===== src/rtl/conv_lane_pkg.sv =====
`timescale 1ns/1ps
package conv_lane_pkg;
  localparam int TAPS    = 5;
  localparam int GAIN_W  = 4;  // bits of growth from one 1-4-6-4-1 pass (sum 16)
  localparam int NORM_SH = 2 * GAIN_W;
  localparam int LAT     = 3;

  function automatic int unsigned tap_w(input int k);
    case (k)
      0, 4:    return 1;
      1, 3:    return 4;
      default: return 6;
    endcase
  endfunction
endpackage


===== src/rtl/col_vsum.sv =====
`timescale 1ns/1ps
module col_vsum
  import conv_lane_pkg::*;
#(
  parameter int PIX_W = 8,
  parameter int SUM_W = PIX_W + GAIN_W
) (
  input  logic                  clk_i,
  input  logic                  rst_ni,
  input  logic                  en_i,
  input  logic [TAPS*PIX_W-1:0] col_i,
  output logic [SUM_W-1:0]      sum_o
);
  logic [SUM_W-1:0] acc;
  logic [SUM_W-1:0] sum_q;
  logic             rows_eq;

  always_comb begin
    acc = '0;
    for (int r = 0; r < TAPS; r++)
      acc = acc + SUM_W'(tap_w(r)) * SUM_W'(col_i[r*PIX_W +: PIX_W]);
  end

  always_ff @(posedge clk_i or negedge rst_ni) begin
    if (!rst_ni)   sum_q <= '0;
    else if (en_i) sum_q <= acc;
  end

  assign sum_o = sum_q;

  always_comb begin
    rows_eq = 1'b1;
    for (int r = 1; r < TAPS; r++)
      if (col_i[r*PIX_W +: PIX_W] != col_i[PIX_W-1:0]) rows_eq = 1'b0;
  end

  // flat column weighs to 16x its value
  p_col_flat_r7: assert property (@(posedge clk_i) disable iff (!rst_ni)
    (en_i && rows_eq) |=> (sum_o == {$past(col_i[PIX_W-1:0]), {GAIN_W{1'b0}}}));
endmodule


===== src/rtl/lane_hsum.sv =====
`timescale 1ns/1ps
module lane_hsum
  import conv_lane_pkg::*;
#(
  parameter int PIX_W = 8,
  parameter int VS_W  = PIX_W + GAIN_W,
  parameter int HS_W  = VS_W + GAIN_W
) (
  input  logic                 clk_i,
  input  logic                 rst_ni,
  input  logic                 sum_en_i,
  input  logic                 out_en_i,
  input  logic [TAPS*VS_W-1:0] vsum_i,
  output logic [PIX_W-1:0]     pix_o
);
  logic [HS_W-1:0]  acc;
  logic [HS_W-1:0]  hsum_q;
  logic [HS_W-1:0]  rnd;
  logic [PIX_W-1:0] pix_q;
  logic             vs_eq;

  always_comb begin
    acc = '0;
    for (int k = 0; k < TAPS; k++)
      acc = acc + HS_W'(tap_w(k)) * HS_W'(vsum_i[k*VS_W +: VS_W]);
  end

  // round half up before dropping the weight gain
  assign rnd = hsum_q + HS_W'(1 << (NORM_SH - 1));

  always_ff @(posedge clk_i or negedge rst_ni) begin
    if (!rst_ni) begin
      hsum_q <= '0;
      pix_q  <= '0;
    end else begin
      if (sum_en_i) hsum_q <= acc;
      if (out_en_i) pix_q  <= PIX_W'(rnd >> NORM_SH);
    end
  end

  assign pix_o = pix_q;

  always_comb begin
    vs_eq = 1'b1;
    for (int k = 1; k < TAPS; k++)
      if (vsum_i[k*VS_W +: VS_W] != vsum_i[VS_W-1:0]) vs_eq = 1'b0;
  end

  // equal column sums combine to 16x
  p_lane_flat_r7: assert property (@(posedge clk_i) disable iff (!rst_ni)
    (sum_en_i && vs_eq) |=> (hsum_q == {$past(vsum_i[VS_W-1:0]), {GAIN_W{1'b0}}}));
endmodule


===== src/rtl/conv_lane_array.sv =====
`timescale 1ns/1ps
module conv_lane_array
  import conv_lane_pkg::*;
#(
  parameter int LANES = 4,
  parameter int PIX_W = 8
) (
  input  logic                                 clk_i,
  input  logic                                 rst_ni,
  input  logic                                 in_valid_i,
  input  logic [TAPS*(LANES+TAPS-1)*PIX_W-1:0] strip_i,
  output logic                                 out_valid_o,
  output logic [LANES*PIX_W-1:0]               pix_o
);
  localparam int COLS = LANES + TAPS - 1;
  localparam int VS_W = PIX_W + GAIN_W;
  localparam int HS_W = VS_W + GAIN_W;

  logic [LAT-1:0]        v_q;
  logic [TAPS*PIX_W-1:0] col_bus  [COLS];
  logic [VS_W-1:0]       vsum_w   [COLS];
  logic [TAPS*VS_W-1:0]  lane_in  [LANES];

  always_ff @(posedge clk_i or negedge rst_ni) begin
    if (!rst_ni) v_q <= '0;
    else         v_q <= {v_q[LAT-2:0], in_valid_i};
  end
  assign out_valid_o = v_q[LAT-1];

  // one vertical sum per strip column, shared by up to TAPS lanes
  for (genvar c = 0; c < COLS; c++) begin : g_col
    for (genvar r = 0; r < TAPS; r++) begin : g_row
      assign col_bus[c][r*PIX_W +: PIX_W] = strip_i[(r*COLS + c)*PIX_W +: PIX_W];
    end
    col_vsum #(.PIX_W(PIX_W), .SUM_W(VS_W)) u_col (
      .clk_i  (clk_i),
      .rst_ni (rst_ni),
      .en_i   (in_valid_i),
      .col_i  (col_bus[c]),
      .sum_o  (vsum_w[c])
    );
  end

  for (genvar i = 0; i < LANES; i++) begin : g_lane
    for (genvar k = 0; k < TAPS; k++) begin : g_tap
      assign lane_in[i][k*VS_W +: VS_W] = vsum_w[i+k];
    end
    lane_hsum #(.PIX_W(PIX_W), .VS_W(VS_W), .HS_W(HS_W)) u_lane (
      .clk_i    (clk_i),
      .rst_ni   (rst_ni),
      .sum_en_i (v_q[0]),
      .out_en_i (v_q[1]),
      .vsum_i   (lane_in[i]),
      .pix_o    (pix_o[i*PIX_W +: PIX_W])
    );
  end

  logic [1:0] rst_cnt_q;
  always_ff @(posedge clk_i or negedge rst_ni) begin
    if (!rst_ni)                rst_cnt_q <= '0;
    else if (rst_cnt_q != 2'd3) rst_cnt_q <= rst_cnt_q + 2'd1;
  end

  // fixed latency of three edges
  p_latency_r2: assert property (@(posedge clk_i) disable iff (!rst_ni)
    (rst_cnt_q == 2'd3) |-> (out_valid_o == $past(in_valid_i, 3)));

  // no new result, no change on the output
  p_hold_r6: assert property (@(posedge clk_i) disable iff (!rst_ni)
    !out_valid_o |-> $stable(pix_o));

  // reset values
  always_comb begin
    if (!rst_ni) a_reset_r1: assert (out_valid_o == 1'b0 || $isunknown(out_valid_o));
  end
endmodule


===== config.mk =====
export PLATFORM = sky130hd
export DESIGN_NAME = conv_lane_array
export DESIGN_NICKNAME = d
export VERILOG_FILES = /design/src/rtl/conv_lane_pkg.sv /design/src/rtl/col_vsum.sv /design/src/rtl/lane_hsum.sv /design/src/rtl/conv_lane_array.sv
export SDC_FILE = /design/constraint.sdc
export NUM_CORES = 1
export LEC_CHECK = 0
export BUFFER_PORTS_ARGS = -buffer_cell sky130_fd_sc_hd__buf_2
export CAP_MARGIN = 15
export CORE_MARGIN = 2
export CORE_UTILIZATION = 40
export DETAILED_ROUTE_END_ITERATION = 12
export PLACE_DENSITY_LB_ADDON = 0.1
export SYNTH_ARGS = -nofsm -noshare
export SYNTH_HDL_FRONTEND = slang
export SYNTH_SLANG_ARGS = --single-unit

===== constraint.sdc =====
create_clock -name clk_i -period 14.1 [get_ports clk_i]
set_input_delay 2.82 -clock clk_i [delete_from_list [all_inputs] [get_ports clk_i]]
set_output_delay 2.82 -clock clk_i [all_outputs]
set_load 0.05 [all_outputs]

== Word-level counts from Yosys, hierarchy flattened ==
Cells that the tools add are included.
W data, S select, Z words.

* RAM bits: 0
* Bits in registers: 195
* Bits in latches: 0
* Output and inout bits: 33
* Memories: 0
* Memory bits (read-only): 0
* Word-level logic and storage cells: 81

* Reduce and logical (&&, ||, !) cells: 0
* Muxes and demuxes: 0
* Shift-type cells: 0
* Divide/modulo/power cells: 0
* Bitwise gates (word level): 0
* Order comparisons: 0
* Eq/ne operators: 0
* Add/subtract/negate cells: 52
* Multipliers: 12

{| class="wikitable"
|+ Operators by type and width
! operator !! number
|-
| $add A12 B10 Y12 || 8
|-
| $add A12 B12 Y12 || 8
|-
| $add A12 B8 Y12 || 8
|-
| $add A8 B10 Y11 || 8
|-
| $mul A2 B8 Y10 const A || 8
|-
| $add A16 B12 Y16 || 4
|-
| $add A16 B14 Y16 || 4
|-
| $add A16 B16 Y16 || 4
|-
| $add A16 B8 Y16 const B || 4
|-
| $add A12 B14 Y15 || 4
|-
| $mul A2 B12 Y14 const A || 4
|}

== Logic depth before layout (Yosys ltp) ==
* Depth in word-level cells: 4
* Depth in mapped cells: 23

== Hierarchy ==
A second synthesis with hierarchy kept.

* Cell total of the unflattened synthesis: 2943
* Area, all modules: 26258.9 um2

{| class="wikitable"
|+ Modules (own cells, without submodules)
! module !! instances !! cells each !! area each (um2)
|-
| col_vsum || 8 || 203 || 1858.0
|-
| lane_hsum at g_lane[1].u_lane || 1 || 332 || 2861.5
|-
| lane_hsum at g_lane[2].u_lane || 1 || 334 || 2832.7
|-
| lane_hsum at g_lane[3].u_lane || 1 || 326 || 2832.7
|-
| lane_hsum at g_lane[0].u_lane || 1 || 324 || 2792.7
|-
| conv_lane_array || 1 || 3 || 75.1
|}

== Least setup slack after synthesis ==
OpenSTA, ideal clock, no wires.

* Path kind: input-to-reg
* Start point: input strip_i[18]
* End point: register g_col[2].u_col.sum_q[10]
* Required time: 13.984 ns
* Arrival: 6.090 ns
* Library setup time: 0.116 ns
* Cell stages on the path: 15
* Path slack: 7.895 ns
* Path buffers: 0
* Cells stage by stage: ha_1 -> fa_1 -> a21o_1 -> a21oi_1 -> xnor2_1 -> fa_1 -> inv_1 -> fa_1 -> inv_1 -> ha_1 -> a21boi_0 -> o21ai_0 -> a21boi_0 -> o21ai_0 -> o311ai_0

* Word-level cells in the longest chain between the ends: 4

{| class="wikitable"
|+ RTL lines
! element !! line !! text
|-
| start, declared || conv_lane_array.sv:11 || <nowiki>input logic [TAPS*(LANES+TAPS-1)*PIX_W-1:0] strip_i,</nowiki>
|-
| $add A8 B10 Y11 || col_vsum.sv:21 || <nowiki>acc = acc + SUM_W'(tap_w(r)) * SUM_W'(col_i[r*PIX_W +: PIX_W]);</nowiki>
|-
| $add A12 B12 Y12 || col_vsum.sv:21 ||
|-
| $add A12 B10 Y12 || col_vsum.sv:21 ||
|-
| $add A12 B8 Y12 || col_vsum.sv:21 ||
|-
| end signal, assigned || col_vsum.sv:25 || <nowiki>if (!rst_ni) sum_q <= '0;</nowiki>
|-
| end signal, assigned || col_vsum.sv:26 || <nowiki>else if (en_i) sum_q <= acc;</nowiki>
|-
| end, declared || col_vsum.sv:15 || <nowiki>logic [SUM_W-1:0] sum_q;</nowiki>
|}

Every way passes these cells.
A chain may end at the register's enable or synchronous reset.

== Worst setup path in the final report ==
Same ends and word-level chain as after synthesis.

==> results.py <==
metrics = {
    "outcome": {
        "status": "completed",
    },
    "critical_path": {
        "worstSetupEndpointType": "flip-flop",
        "worstSetupPathType": "in -> reg",
        "cp-start-kind": "input pin",
        "worstPathRequired_ns": 14.44,
        "arrival_ns": 6.55,
        "cp_max_fo": 3,
    },
    "timing": {
        "max_freq_mhz": 161,
        "tns_ns": 0,
        "clock_skew_ns": 0.0113,
        "hold_violations": 0,
        "drv_slew": 0,
        "tightest_slew_ns": 0.964,
        "fin_crit_sh": 0.441,
        "relSlewSlack": 0.357,
        "finalSetupViolations": 0,
        "post-route-min-period_ns": 6.21,
        "rsz0062_at_grt": "no",
    },
    "global_route": {
        "antenna_found_initial": 0,
        "grt_pass1_vias": 19600,
        "grt_pass1_wl_um": 98600,
        "grt-busiest-layer": "met2",
        "gr-total-overflow": 0,
        "grt_use_total": 0.197,
        "use_met1": 0.260,
        "met2_usage": 0.339,
        "met3_usage": 0.0261,
        "grt_max_degree": 67,
    },
    "cts": {
        "cts_tree": "done",
        "cts_root_buffer": "clkbuf_16",
        "clock_sinks": 167,
        "htree_levels": 4,
        "cts_setup_buffers": 0,
        "cts_buffers": 17,
        "clkLatencyLatePin_ns": 0.46,
        "clk_pin_slew_ns": 0.07,
        "cts_resized": 0,
        "ctsHoldBuffers": 0,
        "clockBufferDepth": 2,
    },
    "synth": {
        "ys_seq_area_frac": 0.172,
        "avgSynthCellArea_um2": 9.31,
        "synth_flop_cell": "dfrtp_1",
        "syn_nets": 3561,
        "synthArstFlopShare": 1.00,
        "ys_types": 60,
        "netlist_instances": 2616,
        "yosys_warnings": 0,
        "synth-edff-count": 0,
        "ys_ff_latch": 167,
        "syn_area_um2": 24300,
    },
    "drt": {
        "firstDrtPassIters": 5,
        "post_drt_wl_per_cell_um": 15.9,
        "vias": 18600,
        "drt_iter0_drc": 667,
        "drc": 0,
        "ant_nets": 0,
        "viasPerCell": 4.94,
        "routed_wirelength_um": 59900,
    },
    "placed_design": {
        "hpwlAfterDp_um": 52400,
        "place_congestion": 0.867,
        "numPortBuffers": 355,
    },
    "floorplanning": {
        "chipWidth_um": 251,
        "die-area_um2": 62800,
        "core_um2": 60200,
        "die_y_um": 251,
        "initial_core_util": 0.404,
        "ios": 356,
        "num_rows": 90,
    },
    "min_path": {
        "holdCritPathClass": "reg -> reg",
    },
    "cells_and_area": {
        "layout.nets": 3911,
        "drive_gt1_frac": 0.160,
        "area_growth_syn_to_layout_pct": 13.5,
        "final_cell_mix": "inv_1, ha_1, buf_2",
        "final_common_cell": "inv_1",
        "diodes": 0,
    },
    "flow_run": {
        "max-cap-violations": 0,
    },
}
## metrics by stage
stage	hold WS (ns)	area (um^2)	worst slack, ns	util	cells
6_report	0.498	27600	7.89	0.459	3761
5_1_grt	0.520	27600	7.52	0.459	3761
4_1_cts	0.500	27600	7.87	0.459	3761
3_5_place_dp	0.480	27000	7.39	0.449	3729
3_3_place_gp	0.484	27000	7.52	0.449	3729
2_1_floorplan	0.352	24300	7.89	-	2616
## flip-flops by register name, indices dropped and copies added, names as in the netlist
register / count
g_col.u_col.sum_o: 96
g_lane.u_lane.hsum_q: 36
g_lane.u_lane.pix_o: 32
v_q: 3
## cell type report
class	count	area (um^2)
multi-input cells	1963	18300
fillers	5847	32600
clock inverters	11	111
inverters	457	1720
clock buffers	21	480
flip-flops and latches	167	4180
repair buffers	360	1820
well taps	782	978
## metal layers
metal  vias to the layer above  routed length, um
li1                       9381                  -
met1                      8825              27700
met2                       305              28700
met3                        51               2060
met4                         0               1400
met5                         -                  0
## critical path, cell delays in order
cell	delay (ns)
buf_2	0.10
ha_1	0.21
fa_1	0.41
a21o_1	0.17
a21oi_1	0.23
xnor2_1	0.13
fa_1	0.51
inv_1	0.05
fa_1	0.47
inv_1	0.04
ha_1	0.30
a21boi_0	0.25
o21ai_0	0.14
a21boi_0	0.25
o21ai_0	0.14
o311ai_0	0.31
## cell families after synthesis
kind of cell | share of synthesized area
buffers and inverters | 0.0749
flip-flops | 0.172
adder cells (fa/ha/maj) | 0.399
multiplexers | 0.0365
AO/OA/AOI/OAI | 0.131
XOR/XNOR | 0.0921
AND/OR/NAND/NOR | 0.0951
## path summary, 6_finish.rpt
check	endpoint	from	cells past startpoint	slack [ns]
worst max-delay path	g_col[2].u_col.sum_o[10]	strip_i[18]	16	7.89
worst min-delay path	g_col[0].u_col.sum_o[8]	g_col[0].u_col.sum_o[8]	1	0.50
worst max register to register	g_lane[2].u_lane.hsum_q[14]	g_col[4].u_col.sum_o[1]	22	8.63
worst min register to register	g_col[0].u_col.sum_o[8]	g_col[0].u_col.sum_o[8]	1	0.50
max in group asynchronous	v_q[0]	rst_ni	2	10.54
min in group asynchronous	g_col[7].u_col.sum_o[10]	rst_ni	1	2.37
## Yosys cell counts (5+ instances only)
cell type	number	area share
a211oi_1	5	0.0015
a21boi_0	20	0.0062
a21o_1	58	0.018
a21oi_1	185	0.038
a221oi_1	5	0.0018
a31oi_1	13	0.0033
and2_1	6	0.0015
and3_1	12	0.0031
clkbuf_1	25	0.0039
dfrtp_1	167	0.17
fa_1	256	0.21
ha_1	366	0.19
inv_1	456	0.070
mux2_2	66	0.031
mux2i_1	13	0.0053
nand2_1	105	0.016
nand2b_1	8	0.0021
nand3_1	32	0.0066
nand4b_1	8	0.0029
nor2_1	164	0.025
nor2b_1	54	0.014
nor3_1	48	0.0099
nor3b_1	13	0.0040
nor4_1	5	0.0013
o211ai_1	5	0.0015
o21a_1	15	0.0046
o21ai_0	123	0.025
o21bai_1	48	0.015
o311ai_0	8	0.0029
o31ai_1	9	0.0028
or2_2	5	0.0013
or3_1	11	0.0028
xnor2_1	199	0.072
xor2_1	57	0.021
Power is not shown: default switching activity piles up to over one toggle a cycle in this logic, so the estimate is an artifact.
